--- src/rtl/sct_pkg.sv ---
package sct_pkg;

    typedef enum logic [2:0] {
        ST_IDLE   = 3'd0,
        ST_FILL   = 3'd1,
        ST_HOLD   = 3'd2,
        ST_FLUSH  = 3'd3,
        ST_RECORD = 3'd4,
        ST_DYN    = 3'd5,
        ST_DONE   = 3'd6
    } sct_state_e;

    // Pattern bit for a given shift index (only the index parity matters).
    function automatic logic sct_pattern_bit(input logic [1:0] sel, input logic idx_lsb);
        return sel[1] ? (idx_lsb ^ sel[0]) : sel[0];
    endfunction

endpackage

--- src/rtl/sct_sat_counter.sv ---
module sct_sat_counter #(
    parameter int CNT_W = 16,
    parameter int ADD_W = 7
) (
    input  logic             clk,
    input  logic             rst_n,
    input  logic             clear,
    input  logic [ADD_W-1:0] add,
    output logic [CNT_W-1:0] q,
    output logic [CNT_W-1:0] q_next
);
    localparam int SUM_W = ((CNT_W > ADD_W) ? CNT_W : ADD_W) + 1;
    localparam logic [SUM_W-1:0] MAX_S = {{(SUM_W-CNT_W){1'b0}}, {CNT_W{1'b1}}};

    typedef struct packed {
        logic [CNT_W-1:0] val;
    } cnt_t;

    cnt_t cnt_d, cnt_q;
    logic [SUM_W-1:0] sum;

    always_comb begin
        cnt_d = cnt_q;
        sum   = SUM_W'(cnt_q.val) + SUM_W'(add);
        if (clear)
            cnt_d.val = '0;
        else if (sum > MAX_S)
            cnt_d.val = {CNT_W{1'b1}};
        else
            cnt_d.val = sum[CNT_W-1:0];
    end

    always_ff @(posedge clk or negedge rst_n) begin
        if (!rst_n) cnt_q <= '0;
        else        cnt_q <= cnt_d;
    end

    assign q      = cnt_q.val;
    assign q_next = cnt_d.val;

    // a counter only moves down through a clear
    assert_no_decrease_R9: assert property (@(posedge clk) disable iff (!rst_n)
        !$past(clear) |-> (q >= $past(q)));

    // once at the top it stays there
    assert_sat_hold_R9: assert property (@(posedge clk) disable iff (!rst_n)
        (!$past(clear) && ($past(q) == {CNT_W{1'b1}})) |-> (q == {CNT_W{1'b1}}));

endmodule

--- src/rtl/sct_flush_tally.sv ---
module sct_flush_tally #(
    parameter int CHAIN_LEN = 16
) (
    input  logic                           clk,
    input  logic                           rst_n,
    input  logic                           clear,
    input  logic                           cmp_en,
    input  logic                           exp_bit,
    input  logic                           so_bit,
    output logic [$clog2(CHAIN_LEN+1)-1:0] set_n,
    output logic [$clog2(CHAIN_LEN+1)-1:0] clr_n,
    output logic                           is_mass
);
    localparam int TALLY_W = $clog2(CHAIN_LEN+1);
    localparam int QUARTER = (CHAIN_LEN / 4 > 0) ? CHAIN_LEN / 4 : 1;
    localparam logic [TALLY_W-1:0] MASS_MIN = TALLY_W'(QUARTER);

    typedef struct packed {
        logic [TALLY_W-1:0] set_n;
        logic [TALLY_W-1:0] clr_n;
    } tally_t;

    tally_t t_d, t_q;

    always_comb begin
        t_d = t_q;
        if (clear) begin
            t_d = '0;
        end else if (cmp_en && (so_bit != exp_bit)) begin
            if (so_bit) t_d.set_n = t_q.set_n + 1'b1;
            else        t_d.clr_n = t_q.clr_n + 1'b1;
        end
    end

    always_ff @(posedge clk or negedge rst_n) begin
        if (!rst_n) t_q <= '0;
        else        t_q <= t_d;
    end

    assign set_n   = t_q.set_n;
    assign clr_n   = t_q.clr_n;
    assign is_mass = ((t_q.set_n >= MASS_MIN) && (t_q.clr_n == '0)) ||
                     ((t_q.clr_n >= MASS_MIN) && (t_q.set_n == '0));

    // tallies move only while comparing or clearing
    assert_tally_quiet_R4: assert property (@(posedge clk) disable iff (!rst_n)
        (!$past(clear) && !$past(cmp_en)) |-> ($stable(set_n) && $stable(clr_n)));

endmodule

--- src/rtl/sct_persist_track.sv ---
module sct_persist_track #(
    parameter int CHAIN_LEN = 16
) (
    input  logic                         clk,
    input  logic                         rst_n,
    input  logic                         clear,
    input  logic                         cmp_en,
    input  logic [$clog2(CHAIN_LEN)-1:0] idx,
    input  logic                         mism,
    output logic                         newly,
    output logic                         seen
);
    typedef struct packed {
        logic [CHAIN_LEN-1:0] prev;
        logic [CHAIN_LEN-1:0] rep;
    } track_t;

    track_t tr_d, tr_q;

    always_comb begin
        tr_d  = tr_q;
        newly = 1'b0;
        if (clear) begin
            tr_d = '0;
        end else if (cmp_en) begin
            if (mism && tr_q.prev[idx] && !tr_q.rep[idx]) begin
                newly         = 1'b1;
                tr_d.rep[idx] = 1'b1;
            end
            tr_d.prev[idx] = mism;
        end
    end

    always_ff @(posedge clk or negedge rst_n) begin
        if (!rst_n) tr_q <= '0;
        else        tr_q <= tr_d;
    end

    assign seen = |tr_q.rep;

    // a reported position stays reported until cleared
    assert_seen_sticky_R8: assert property (@(posedge clk) disable iff (!rst_n)
        ($past(seen) && !$past(clear)) |-> seen);

endmodule

--- src/rtl/shift_chain_tester.sv ---
module shift_chain_tester #(
    parameter int NUM_CHAINS    = 4,
    parameter int CHAIN_LEN     = 16,
    parameter int CNT_W         = 16,
    parameter int TARGET_EVENTS = 100
) (
    input  logic                  clk,
    input  logic                  rst_n,
    input  logic                  start,
    input  logic                  pause,
    input  logic                  dyn_mode,
    input  logic [1:0]            pat_sel,
    output logic                  scan_en,
    output logic [NUM_CHAINS-1:0] scan_si,
    input  logic [NUM_CHAINS-1:0] scan_so,
    output logic                  exposing,
    output logic                  done,
    output logic [CNT_W-1:0]      upset_count,
    output logic [CNT_W-1:0]      mass_count,
    output logic [CNT_W-1:0]      stuck_count,
    output logic                  stuck_seen
);
    import sct_pkg::*;

    localparam int IDX_W      = $clog2(CHAIN_LEN);
    localparam int TALLY_W    = $clog2(CHAIN_LEN+1);
    localparam int UP_ADD_W   = $clog2(NUM_CHAINS*CHAIN_LEN+1);
    localparam int CH_ADD_W   = $clog2(NUM_CHAINS+1);
    localparam logic [IDX_W-1:0] LAST_IDX = IDX_W'(CHAIN_LEN-1);

    typedef struct packed {
        sct_state_e       st;
        logic [IDX_W-1:0] idx;
        logic             primed;
        logic [1:0]       pat;
    } ctl_t;

    ctl_t c_d, c_q;

    logic                   start_ok;
    logic                   exp_bit;
    logic                   flush_cmp;
    logic                   dyn_cmp;
    logic                   in_record;
    logic [TALLY_W-1:0]     set_n  [NUM_CHAINS];
    logic [TALLY_W-1:0]     clr_n  [NUM_CHAINS];
    logic [NUM_CHAINS-1:0]  is_mass;
    logic [NUM_CHAINS-1:0]  newly;
    logic [NUM_CHAINS-1:0]  seen;
    logic [UP_ADD_W-1:0]    up_add;
    logic [CH_ADD_W-1:0]    mass_add;
    logic [CH_ADD_W-1:0]    stuck_add;
    logic [CNT_W-1:0]       upset_next;
    logic [CNT_W-1:0]       mass_next;
    logic [CNT_W-1:0]       stuck_next;
    logic                   target_hit;

    assign exp_bit   = sct_pattern_bit(c_q.pat, c_q.idx[0]);
    assign flush_cmp = (c_q.st == ST_FLUSH);
    assign dyn_cmp   = (c_q.st == ST_DYN) && c_q.primed && !pause;
    assign in_record = (c_q.st == ST_RECORD);

    // Per-chain flush tallies and persistence trackers
    for (genvar g = 0; g < NUM_CHAINS; g++) begin : g_chain
        sct_flush_tally #(.CHAIN_LEN(CHAIN_LEN)) tally_i (
            .clk     (clk),
            .rst_n   (rst_n),
            .clear   (c_q.st == ST_HOLD),
            .cmp_en  (flush_cmp),
            .exp_bit (exp_bit),
            .so_bit  (scan_so[g]),
            .set_n   (set_n[g]),
            .clr_n   (clr_n[g]),
            .is_mass (is_mass[g])
        );
        sct_persist_track #(.CHAIN_LEN(CHAIN_LEN)) track_i (
            .clk    (clk),
            .rst_n  (rst_n),
            .clear  (start_ok),
            .cmp_en (dyn_cmp),
            .idx    (c_q.idx),
            .mism   (scan_so[g] != exp_bit),
            .newly  (newly[g]),
            .seen   (seen[g])
        );
    end

    always_comb begin
        up_add    = '0;
        mass_add  = '0;
        stuck_add = '0;
        for (int c = 0; c < NUM_CHAINS; c++) begin
            if (is_mass[c]) mass_add = mass_add + 1'b1;
            else            up_add   = up_add + UP_ADD_W'(set_n[c]) + UP_ADD_W'(clr_n[c]);
            if (newly[c])   stuck_add = stuck_add + 1'b1;
        end
    end

    sct_sat_counter #(.CNT_W(CNT_W), .ADD_W(UP_ADD_W)) upset_cnt_i (
        .clk(clk), .rst_n(rst_n), .clear(start_ok),
        .add(in_record ? up_add : '0), .q(upset_count), .q_next(upset_next)
    );
    sct_sat_counter #(.CNT_W(CNT_W), .ADD_W(CH_ADD_W)) mass_cnt_i (
        .clk(clk), .rst_n(rst_n), .clear(start_ok),
        .add(in_record ? mass_add : '0), .q(mass_count), .q_next(mass_next)
    );
    sct_sat_counter #(.CNT_W(CNT_W), .ADD_W(CH_ADD_W)) stuck_cnt_i (
        .clk(clk), .rst_n(rst_n), .clear(start_ok),
        .add(stuck_add), .q(stuck_count), .q_next(stuck_next)
    );

    assign target_hit = (32'(upset_next) + 32'(mass_next)) >= 32'(TARGET_EVENTS);

    always_comb begin
        c_d      = c_q;
        start_ok = 1'b0;
        case (c_q.st)
            ST_IDLE, ST_DONE: begin
                if (start) begin
                    start_ok   = 1'b1;
                    c_d.pat    = pat_sel;
                    c_d.idx    = '0;
                    c_d.primed = 1'b0;
                    c_d.st     = dyn_mode ? ST_DYN : ST_FILL;
                end
            end
            ST_FILL: begin
                c_d.idx = c_q.idx + 1'b1;
                if (c_q.idx == LAST_IDX) begin
                    c_d.idx = '0;
                    c_d.st  = ST_HOLD;
                end
            end
            ST_HOLD: begin
                if (pause) begin
                    c_d.idx = '0;
                    c_d.st  = ST_FLUSH;
                end
            end
            ST_FLUSH: begin
                c_d.idx = c_q.idx + 1'b1;
                if (c_q.idx == LAST_IDX) begin
                    c_d.idx = '0;
                    c_d.st  = ST_RECORD;
                end
            end
            ST_RECORD: begin
                c_d.st = target_hit ? ST_DONE : ST_HOLD;
            end
            ST_DYN: begin
                if (pause) begin
                    c_d.st = ST_IDLE;
                end else if (c_q.idx == LAST_IDX) begin
                    c_d.idx    = '0;
                    c_d.primed = 1'b1;
                end else begin
                    c_d.idx = c_q.idx + 1'b1;
                end
            end
            default: c_d.st = ST_IDLE;
        endcase
    end

    always_ff @(posedge clk or negedge rst_n) begin
        if (!rst_n) begin
            c_q.st     <= ST_IDLE;
            c_q.idx    <= '0;
            c_q.primed <= 1'b0;
            c_q.pat    <= 2'b00;
        end else begin
            c_q <= c_d;
        end
    end

    assign scan_en    = (c_q.st == ST_FILL) || (c_q.st == ST_FLUSH) || (c_q.st == ST_DYN);
    assign scan_si    = {NUM_CHAINS{exp_bit}};
    assign exposing   = (c_q.st == ST_HOLD);
    assign done       = (c_q.st == ST_DONE);
    assign stuck_seen = |seen;

    // exposure is left only in answer to a pause
    assert_hold_until_pause_R2: assert property (@(posedge clk) disable iff (!rst_n)
        $fell(exposing) |-> $past(pause));

    // a start during exposure does not end it
    assert_busy_start_ignored_R10: assert property (@(posedge clk) disable iff (!rst_n)
        ($past(start) && $past(exposing) && !$past(pause)) |-> exposing);

    // completion only with the target met
    assert_done_target_R6: assert property (@(posedge clk) disable iff (!rst_n)
        $rose(done) |-> ((32'(upset_count) + 32'(mass_count)) >= 32'(TARGET_EVENTS)));

    // persistence counting belongs to dynamic mode only
    assert_stuck_only_dynamic_R8: assert property (@(posedge clk) disable iff (!rst_n)
        (!$past(start_ok) && ($past(c_q.st) != ST_DYN)) |-> $stable(stuck_count));

endmodule

--- config.mk ---
export PLATFORM = sky130hd
export DESIGN_NAME = shift_chain_tester
export DESIGN_NICKNAME = d
export VERILOG_FILES = /design/src/rtl/sct_pkg.sv /design/src/rtl/sct_sat_counter.sv /design/src/rtl/sct_flush_tally.sv /design/src/rtl/sct_persist_track.sv /design/src/rtl/shift_chain_tester.sv
export SDC_FILE = /design/constraint.sdc
export NUM_CORES = 1
export LEC_CHECK = 0
export ABC_AREA = 1
export CORE_AREA = 2 2 207 209
export CTS_BUF_LIST = sky130_fd_sc_hd__clkbuf_8
export CTS_CLUSTER_DIAMETER = 60
export DETAILED_ROUTE_END_ITERATION = 16
export DIE_AREA = 0 0 209 211
export DONT_BUFFER_PORTS = 1
export PLACE_DENSITY = 0.56
export SYNTH_ARGS = -nofsm -noshare
export SYNTH_HDL_FRONTEND = slang
export SYNTH_SLANG_ARGS = --single-unit
--- constraint.sdc ---
create_clock -name clk -period 8.19 [get_ports clk]
set_input_delay 1.2285 -clock clk [delete_from_list [all_inputs] [get_ports clk]]
set_output_delay 1.2285 -clock clk [all_outputs]
set_load 0.005 [all_outputs]
==> results.sh, run 1 <==
export IMPL_finalNetCount=2060
export IMPL_initial_core_util_pct=34.8
export IMPL_path_max_fanout=4
export IMPL_path_clk_slew_ns=0.06
export IMPL_rsz0062_at_grt="yes"
export IMPL_yosysMostFrequentCell="nand2_1"
export IMPL_fin_crit_sh_pct=98.9
export IMPL_wl_per_cell_um=16.2
export IMPL_seq_area_frac_synth_pct=38.9
export IMPL_cp_end_kind="register"
export IMPL_clock_power_share_pct=22.6
export IMPL_setup_violations=0
export IMPL_syn_area_um2=14500
export IMPL_max_vdd_ir_drop_v=0.000280
export IMPL_slowest_delay_ns=0.58
export IMPL_grt_antenna_before_repair=3
export IMPL_chipWidth_um=209
export IMPL_routed_wl_um=40800
export IMPL_die_area_um2=44100
export IMPL_synth_edf_count=0
export IMPL_track_usage_pct=18.7
export IMPL_p_leak_nw=8.26
export IMPL_worst_slew_pin_slew_ns=0.887
export IMPL_synth_ff_type="dfrtp_1"
export IMPL_setup_tns_ns=0
export IMPL_hold_ws_ns=0.364
export IMPL_fin_skew_ns=0.0159
export IMPL_coreArea_um2=41800
export IMPL_clkLatencyLatePin_ns=0.60
export IMPL_outcome="complete, no violations"
export IMPL_period_needed_ns=8.10
export IMPL_cts_buffers=42
export IMPL_place_gp_congestion=0.829
export IMPL_maxSlewHeadroom_pct=40.9
export IMPL_r2r_end="c_q[9]"
export IMPL_setup_slack_ns=0.0870
export IMPL_drive_above_1_share_pct=16.5
export IMPL_via_per_inst=5.02
export IMPL_htree_levels=2
export IMPL_drt_iter0_drc=798
export IMPL_busiest_layer="met2"
export IMPL_clock_root_buffer="clkbuf_8"
export IMPL_powerDensity_nw_per_um2=294
export IMPL_critPathCapture="c_q[9]"
export IMPL_clockBufferDepth=3
export IMPL_r2r_start="g_chain[0].tally_i.clr_n[0]"
export IMPL_synth_top_cell_by_area="dfrtp_1"
export IMPL_arrival_ns=8.56
export IMPL_cp_required_ns=8.65
export IMPL_portBuffers=0
export IMPL_grt_max_degree=227
export IMPL_grt_pass1_vias=12548
export IMPL_area_delta_synth_final_pct=16.9
export IMPL_utilization_pct=40.7
export IMPL_hold_class="primary input to asynchronous set/reset pin"
export IMPL_grt_ovfl_total=0
export IMPL_avgSynthCellArea_um2=7.81
export IMPL_grt_use_met1_pct=24.1
export IMPL_clock_sinks=226
export IMPL_die_y_um=211
export IMPL_yosys_warnings=0
export IMPL_hpwlAfterDp_um=28200
export IMPL_layoutNonFillerInstCount=2522
export IMPL_swShare_pct=43.3
export IMPL_ys_async_sr_fraction_pct=100
export IMPL_finalPower_mw=4.99
export IMPL_crit_path_frequent_cell="nand2_1"
export IMPL_cp_start_kind="register"
export IMPL_cpMaxStageDelayCell="fa_2"
export IMPL_seq_power_share_pct=26.3
export IMPL_syn_inst=1860
export IMPL_final_max_slew_viol_count=0
export IMPL_num_rows=75
export IMPL_p_int_mw=2.83
export IMPL_ios=67
export IMPL_synth_area_leaders="dfrtp_1 39%, nand2_1 10%, inv_1 7.2%, ha_1 6.5%, a21oi_1 5.1%"
export IMPL_critical_path_class="register to register"
export IMPL_synthesis_nets=1969
export IMPL_hold_viol=0
export IMPL_cts_tree="done"
export IMPL_grt_met3_usage_pct=3.51
export IMPL_r2r_cells=50
export IMPL_ys_ff_latch=226
export IMPL_p_sw_mw=2.16
export IMPL_drtAntennaViolNets=0
export IMPL_holdBufCountCts=0
export IMPL_yosys_area_top_type_share_pct=38.9
export IMPL_max_cap_violations=0
export IMPL_drc_errors=0
export IMPL_fin_area_um2=17000
export IMPL_dr_total_vias=12666
export IMPL_fmax_mhz=123
export IMPL_placedCellCount=2430
export IMPL_synthTopCellsByCount="385 x nand2_1, 277 x inv_1, 226 x dfrtp_1, 148 x a21oi_1, 121 x o21ai_0"
export IMPL_dr_pass1_iters=5
export IMPL_r2r_slack_ns=0.09
export IMPL_critPathLaunch="g_chain[0].tally_i.clr_n[0]"
export IMPL_use_met2_pct=31.6
export IMPL_synth_cell_types=49
export IMPL_combinationalPowerShare_pct=51.1
export IMPL_placedInstanceArea_um2=15500
export IMPL_grt_pass1_wl_um=66100
export IMPL_pre_cts_slack_ns=-0.409
## timing repair
action	in CTS	in global routing
buffers inserted	8	8
pin swaps	17	36
endpoints found under the setup margin	1	1
resized for setup	37	62
## power by group through the flow
| stage | Combinational, mW | Sequential (mW) | Clock [mW] |
|---|---|---|---|
| floorplan | 1.70 | 1.29 | 0 |
| global placement | 2.31 | 1.32 | 0 |
| detailed placement | 2.32 | 1.33 | 0 |
| CTS | 2.47 | 1.31 | 1.16 |
| global route | 2.89 | 1.33 | 1.21 |
| finish | 2.55 | 1.31 | 1.13 |
## worst min path at each step
stage,startpoint,end,slack (ns),cells past startpoint
6_report,rst_n,g_chain[1].track_i.tr_q[30],0.36,0
5_1_grt,rst_n,g_chain[1].track_i.tr_q[29],0.31,0
4_1_cts,rst_n,g_chain[3].track_i.tr_q[22],0.32,0
3_5_place_dp,c_q[0],c_q[0],0.49,2
3_3_place_gp,c_q[0],c_q[0],0.48,2
2_1_floorplan,c_q[0],c_q[0],0.46,2
## metal layers
layer | share of wire, % | up-vias
met3 | 4.7 | 68
met2 | 48 | 233
met5 | 0.039 | -
met4 | 2.7 | 2
met1 | 45 | 6056
li1 | - | 6307
## worst max-delay path: cells and delay by family, from the launching register on
family,cells,cell delay (ns)
fa+ha+maj,12,4.54
simple gates,24,1.89
buf+inv,9,0.58
compound gates,4,0.44
flops,1,0.38
xor+xnor,1,0.15
## area by class of cell
class | count | area [um^2]
well taps | 539 | 674
fillers | 4226 | 24800
clock inverters | 21 | 123
repair buffers | 109 | 822
inverters | 293 | 1100
multi-input cells | 1279 | 7870
clock buffers | 53 | 729
diodes | 2 | 5.00
flip-flops and latches | 226 | 5660
## cell families (layout without fill, tap and decap cells)
family / Yosys count / count (layout) / share of synthesized area, %
buf+inv: 355 / 476 / 10.1
compound gates: 432 / 432 / 17.3
simple gates: 700 / 700 / 21.0
xor+xnor: 49 / 49 / 2.95
flops: 226 / 226 / 38.9
fa+ha+maj: 98 / 98 / 9.63
other cells: 0 / 2 / 0
## registers in the layout, summed over array words and instances (netlist names)
name and cells:
upset_cnt_i.q 16, stuck_cnt_i.q 16, g_chain.tally_i.set_n 20, c_q 10
g_chain.tally_i.clr_n 20, g_chain.track_i.tr_q 128, mass_cnt_i.q 16
## layout by cell type, fill, tap and decap left out, types with 16 or more instances in the layout
| cell | netlist | final |
|---|---|---|
| xnor2_1 | 22 | 22 |
| buf_4 | 7 | 108 |
| o22ai_1 | 53 | 53 |
| o22ai_2 | 27 | 27 |
| xor2_1 | 27 | 27 |
| ha_1 | 75 | 56 |
| ha_4 | 0 | 16 |
| fa_1 | 23 | 19 |
| inv_1 | 277 | 286 |
| nor2_1 | 111 | 102 |
| o21ai_1 | 53 | 54 |
| a21oi_2 | 3 | 22 |
| nor3_1 | 35 | 31 |
| dfrtp_1 | 226 | 222 |
| nand3_1 | 97 | 88 |
| clkbuf_8 | 0 | 53 |
| o21ai_0 | 121 | 116 |
| nand4_1 | 21 | 21 |
| a21oi_1 | 148 | 129 |
| nand2_1 | 385 | 375 |
| inv_2 | 15 | 19 |
No activity file was read; power rests on OpenSTA's default activity.
==> run 2, diff against run 1 <==
--- a/config.mk
+++ b/config.mk
@@ -6,13 +6,15 @@
 export NUM_CORES = 1
 export LEC_CHECK = 0
 export ABC_AREA = 1
+export CELL_PAD_IN_SITES_DETAIL_PLACEMENT = 1
+export CELL_PAD_IN_SITES_GLOBAL_PLACEMENT = 1
 export CORE_AREA = 2 2 207 209
 export CTS_BUF_LIST = sky130_fd_sc_hd__clkbuf_8
 export CTS_CLUSTER_DIAMETER = 60
 export DETAILED_ROUTE_END_ITERATION = 16
 export DIE_AREA = 0 0 209 211
 export DONT_BUFFER_PORTS = 1
-export PLACE_DENSITY = 0.56
+export PLACE_DENSITY = 0.69
 export SYNTH_ARGS = -nofsm -noshare
 export SYNTH_HDL_FRONTEND = slang
 export SYNTH_SLANG_ARGS = --single-unit
==> results.sh, run 2 (synthesis results as in run 1) <==
export IMPL_arrival_ns=8.74
export IMPL_drive_above_1_share_pct=19.1
export IMPL_setup_slack_ns=-0.0583
export IMPL_coreArea_um2=41800
export IMPL_ios=67
export IMPL_clock_root_buffer="clkbuf_8"
export IMPL_num_rows=75
export IMPL_violations="setup timing"
export IMPL_clock_sinks=226
export IMPL_path_clk_slew_ns=0.06
export IMPL_cpMaxStageDelayCell="fa_2"
export IMPL_finalNetCount=2078
export IMPL_max_cap_violations=0
export IMPL_hold_ws_ns=0.342
export IMPL_combinationalPowerShare_pct=53.9
export IMPL_die_area_um2=44100
export IMPL_p_leak_nw=8.39
export IMPL_portBuffers=0
export IMPL_critPathLaunch="g_chain[0].tally_i.set_n[0]"
export IMPL_clkLatencyLatePin_ns=0.62
export IMPL_clock_power_share_pct=22.1
export IMPL_cp_end_kind="register"
export IMPL_via_per_inst=5.20
export IMPL_outcome="complete, but fails checks"
export IMPL_critical_path_class="register to register"
export IMPL_grt_ovfl_total=0
export IMPL_grt_antenna_before_repair=0
export IMPL_cts_buffers=47
export IMPL_die_y_um=211
export IMPL_fmax_mhz=121
export IMPL_cp_start_kind="register"
export IMPL_crit_path_frequent_cell="nand2_2"
export IMPL_htree_levels=2
export IMPL_hpwlAfterDp_um=31800
export IMPL_dr_pass1_iters=4
export IMPL_drc_errors=0
export IMPL_fin_crit_sh_pct=101
export IMPL_antennaDiodeCount=0
export IMPL_chipWidth_um=209
export IMPL_r2r_slack_ns=-0.06
export IMPL_r2r_cells=49
export IMPL_powerDensity_nw_per_um2=316
export IMPL_cp_required_ns=8.68
export IMPL_hold_class="primary input to asynchronous set/reset pin"
export IMPL_r2r_end="c_q[9]"
export IMPL_drt_iter0_drc=694
export IMPL_area_delta_synth_final_pct=19.3
export IMPL_path_max_fanout=6
export IMPL_worst_slew_pin_slew_ns=1.10
export IMPL_place_gp_congestion=0.861
export IMPL_swShare_pct=44.2
export IMPL_p_sw_mw=2.42
export IMPL_finalPower_mw=5.48
export IMPL_initial_core_util_pct=34.8
export IMPL_cts_tree="done"
export IMPL_dr_total_vias=13224
export IMPL_routed_wl_um=47400
export IMPL_utilization_pct=41.5
export IMPL_track_usage_pct=21.7
export IMPL_slowest_delay_ns=0.59
export IMPL_grt_pass1_vias=14368
export IMPL_final_cell_mix="356 x nand2_1, 274 x inv_1, 223 x dfrtp_1"
export IMPL_rsz0062_at_grt="yes"
export IMPL_r2r_start="g_chain[0].tally_i.set_n[0]"
export IMPL_layout_commonest_cell="nand2_1"
export IMPL_critPathCapture="c_q[9]"
export IMPL_grt_pass1_wl_um=76800
export IMPL_max_vdd_ir_drop_v=0.000222
export IMPL_holdBufCountCts=0
export IMPL_wl_per_cell_um=18.6
export IMPL_maxSlewHeadroom_pct=26.5
export IMPL_fin_skew_ns=0.0357
export IMPL_drtAntennaViolNets=0
export IMPL_final_max_slew_viol_count=0
export IMPL_hold_viol=0
export IMPL_largest_register_ffs=128
export IMPL_clockBufferDepth=3
export IMPL_period_needed_ns=8.25
export IMPL_p_int_mw=3.06
export IMPL_seq_power_share_pct=24.0
export IMPL_setup_violations=1
export IMPL_pre_cts_slack_ns=-0.575
export IMPL_fill_cells=5023
export IMPL_largest_register="g_chain.track_i.tr_q"
export IMPL_grt_max_degree=227
run 2: changes by cell type in the layout (fill, tap and decap cells not counted), sizes merged:
cell	delta
inv	+5
buf	+13
diode	-2
clkinvlp	+1
clkinv	+2
clkbuf	+3
run 2: how the worst min path moves through the flow:
| stage | end | startpoint | slack, ns |
|---|---|---|---|
| after CTS | g_chain[1].track_i.tr_q[21] | rst_n | 0.28 |
| final | g_chain[1].track_i.tr_q[29] | rst_n | 0.34 |
| after global routing | g_chain[2].track_i.tr_q[22] | rst_n | 0.29 |
| after detailed placement | c_q[0] | c_q[0] | 0.48 |
| after global placement | c_q[0] | c_q[0] | 0.47 |
| after floorplan | c_q[0] | c_q[0] | 0.46 |
run 2: layer usage:
metal	wire (um)	vias up	track usage, %
met5	0	-	0
met4	1230	0	6.80
met3	1830	91	3.95
met2	23300	211	38.0
met1	21100	6570	27.2
li1	-	6352	-
run 2: power groups by stage:
stage	clock (mW)	combinational [mW]	sequential, mW
floorplan	0	1.70	1.29
global placement	0	2.36	1.33
detailed placement	0	2.45	1.33
CTS	1.25	2.77	1.31
global route	1.30	3.31	1.33
finish	1.21	2.95	1.31
run 2: what timing repair did:
| action | 4_1_cts | 5_1_grt |
|---|---|---|
| setup endpoints to repair | 1 | 1 |
| buffers inserted | 21 | 10 |
| resized for setup | 107 | 44 |
| pin swaps | 60 | 49 |
run 2: per-stage QoR:
| step | TNS (ns) | instance area (um^2) | std cells |
|---|---|---|---|
| 2_1_floorplan | 0 | 14500 | 1860 |
| 3_5_place_dp | -0.575 | 15500 | 2429 |
| 5_1_grt | -0.604 | 17300 | 2544 |
| 3_3_place_gp | -0.371 | 15500 | 2429 |
| 4_1_cts | -0.0505 | 17100 | 2534 |
| 6_report | -0.0583 | 17300 | 2544 |
run 2: area by class of cell:
cell class | count | area [um^2] | area share, %
multi-input combinational | 1279 | 8010 | 46.3
sequential | 226 | 5660 | 32.7
inverter | 293 | 1100 | 6.35
timing repair buffer | 122 | 938 | 5.42
clock buffer | 56 | 771 | 4.45
tap | 539 | 674 | 3.89
clock inverter | 29 | 169 | 0.975
run 2: worst max-delay path, delay by kind of cell, from the launching register on:
| family | cells | cell delay [ns] |
|---|---|---|
| compound gates | 6 | 0.79 |
| simple gates | 20 | 1.67 |
| fa+ha+maj | 10 | 4.04 |
| xor+xnor | 2 | 0.31 |
| buf+inv | 11 | 0.91 |
| flops | 1 | 0.39 |
==> run 3, diff against run 2 <==
--- a/config.mk
+++ b/config.mk
@@ -8,13 +8,13 @@
 export ABC_AREA = 1
 export CELL_PAD_IN_SITES_DETAIL_PLACEMENT = 1
 export CELL_PAD_IN_SITES_GLOBAL_PLACEMENT = 1
-export CORE_AREA = 2 2 207 209
+export CORE_AREA = 2 2 245 247
 export CTS_BUF_LIST = sky130_fd_sc_hd__clkbuf_8
 export CTS_CLUSTER_DIAMETER = 60
 export DETAILED_ROUTE_END_ITERATION = 16
-export DIE_AREA = 0 0 209 211
+export DIE_AREA = 0 0 247 249
 export DONT_BUFFER_PORTS = 1
-export PLACE_DENSITY = 0.69
+export PLACE_DENSITY = 0.54
 export SYNTH_ARGS = -nofsm -noshare
 export SYNTH_HDL_FRONTEND = slang
 export SYNTH_SLANG_ARGS = --single-unit
==> constraint.sdc (replaced) <==
create_clock -name clk -period 8.19 [get_ports clk]
set_input_delay 1.2285 -clock clk [delete_from_list [all_inputs] [get_ports clk]]
set_output_delay 1.2285 -clock clk [all_outputs]
set_load 0.05 [all_outputs]
==> results.sh, run 3 (synthesis results as in run 1) <==
export IMPL_violations="setup timing"
export IMPL_cp_start_kind="register"
export IMPL_max_vdd_ir_drop_v=0.000263
export IMPL_cp_required_ns=8.69
export IMPL_fin_skew_ns=0.0416
export IMPL_fin_crit_sh_pct=101
export IMPL_hold_viol=0
export IMPL_r2r_start="g_chain[0].tally_i.clr_n[3]"
export IMPL_drive_above_1_share_pct=20.9
export IMPL_p_int_mw=3.15
export IMPL_clockBufferDepth=3
export IMPL_path_max_fanout=5
export IMPL_ios=67
export IMPL_track_usage_pct=16.0
export IMPL_swShare_pct=45.0
export IMPL_initial_core_util_pct=24.7
export IMPL_fmax_mhz=121
export IMPL_hold_class="primary input to asynchronous set/reset pin"
export IMPL_drc_errors=0
export IMPL_portBuffers=0
export IMPL_coreArea_um2=58700
export IMPL_combinationalPowerShare_pct=54.3
export IMPL_fin_area_um2=17900
export IMPL_routed_wl_um=49200
export IMPL_cts_tree="done"
export IMPL_setup_violations=1
export IMPL_largest_register_ffs=128
export IMPL_critical_path_class="register to register"
export IMPL_setup_slack_ns=-0.0805
export IMPL_die_y_um=249
export IMPL_grt_max_degree=227
export IMPL_clock_root_buffer="clkbuf_8"
export IMPL_holdBufCountCts=0
export IMPL_grt_antenna_before_repair=3
export IMPL_worst_slew_pin_slew_ns=1.08
export IMPL_clkLatencyLatePin_ns=0.64
export IMPL_largest_register="g_chain.track_i.tr_q"
export IMPL_period_needed_ns=8.27
export IMPL_cts_buffers=47
export IMPL_layout_commonest_cell="nand2_1"
export IMPL_path_clk_slew_ns=0.06
export IMPL_rsz0062_at_grt="yes"
export IMPL_dr_total_vias=13197
export IMPL_htree_levels=2
export IMPL_wl_per_cell_um=17.7
export IMPL_final_max_slew_viol_count=0
export IMPL_seq_power_share_pct=23.9
export IMPL_placedInstanceArea_um2=15900
export IMPL_powerDensity_nw_per_um2=320
export IMPL_chipWidth_um=247
export IMPL_utilization_pct=30.5
export IMPL_grt_pass1_vias=13964
export IMPL_via_per_inst=4.73
export IMPL_hpwlAfterDp_um=33800
export IMPL_place_gp_congestion=0.794
export IMPL_p_sw_mw=2.58
export IMPL_area_delta_synth_final_pct=23.3
export IMPL_clock_sinks=226
export IMPL_grt_pass1_wl_um=78300
export IMPL_cpMaxStageDelayCell="fa_1"
export IMPL_drtAntennaViolNets=0
export IMPL_num_rows=89
export IMPL_arrival_ns=8.77
export IMPL_maxSlewHeadroom_pct=27.5
export IMPL_grt_ovfl_total=0
export IMPL_cp_end_kind="register"
export IMPL_drt_iter0_drc=681
export IMPL_die_area_um2=61500
export IMPL_final_cell_mix="358 x nand2_1, 267 x inv_1, 222 x dfrtp_1"
export IMPL_finalPower_mw=5.73
export IMPL_finalNetCount=2089
export IMPL_clock_power_share_pct=21.8
export IMPL_critPathLaunch="g_chain[0].tally_i.clr_n[3]"
export IMPL_slowest_delay_ns=0.58
export IMPL_crit_path_frequent_cell="nand2_1"
export IMPL_max_cap_violations=0
export IMPL_dr_pass1_iters=5
export IMPL_outcome="complete, but fails checks"
export IMPL_p_leak_nw=8.46
export IMPL_setup_tns_ns=-0.0805
-- run 3: cell count changes in the layout (fill, tap and decap cells not counted), moves of 4 or more --
cell     change
o21ai_2      +4
ha_4         +5
nand3_1      -4
buf_4        +9
ha_1         -4
nand3_2      +5
inv_1        -7
a21oi_1      -4
-- run 3: repair_timing --
item	in CTS	in global routing
setup endpoints to repair	1	1
gates cloned	0	1
pin swaps	24	67
gates resized for setup	78	113
buffers inserted	8	23
-- run 3: layout make-up --
cell class / instances / area, um^2
fillers: 6987 / 40800
multi-input cells: 1279 / 8170
flip-flops and latches: 226 / 5660
inverters: 293 / 1110
repair buffers: 133 / 1030
well taps: 773 / 967
clock buffers: 59 / 812
clock inverters: 25 / 154
diodes: 1 / 2.50
-- run 3: stage by stage --
stage / instances / worst slack, ns / hold WS (ns)
global placement: 2672 / -0.577 / 0.475
floorplan: 1860 / 0.105 / 0.455
finish: 2789 / -0.0805 / 0.339
global route: 2789 / -0.614 / 0.290
CTS: 2764 / -0.0807 / 0.265
detailed placement: 2672 / -0.744 / 0.493
-- run 3: power groups by stage --
stage	sequential, mW	combinational (mW)	clock [mW]
after detailed placement	1.38	2.66	0
after global placement	1.38	2.61	0
final	1.37	3.11	1.25
after floorplan	1.34	1.76	0
after CTS	1.37	2.89	1.30
after global routing	1.38	3.50	1.35
-- run 3: worst paths after layout --
path | endpoint | slack [ns] | depth (start not counted)
min in group clk | c_q[1] | 0.50 | 2
worst min register to register | c_q[1] | 0.50 | 2
max in group asynchronous | g_chain[0].tally_i.clr_n[2] | 7.42 | 0
worst min-delay path | g_chain[0].track_i.tr_q[26] | 0.34 | 0
worst max-delay path | c_q[9] | -0.08 | 51
worst max register to register | c_q[9] | -0.08 | 51
-- run 3: metal layers --
metal / wire [um] / share of wire [%] / GRT usage (%)
met1: 22200 / 45 / 20.5
met2: 24200 / 49 / 27.3
met4: 1010 / 2.1 / 4.20
met3: 1820 / 3.7 / 3.08
met5: 33 / 0.067 / 0
-- run 3: critical path: cells and delay by family (launching register included) --
kind	cells	cell delay, ns
AOI/OAI and AO/OA	4	0.43
xor gates and xnor gates	2	0.37
buffers and inverters	8	0.65
and+or+nand+nor	28	2.56
adders and majority gates	9	3.73
DFF	1	0.41
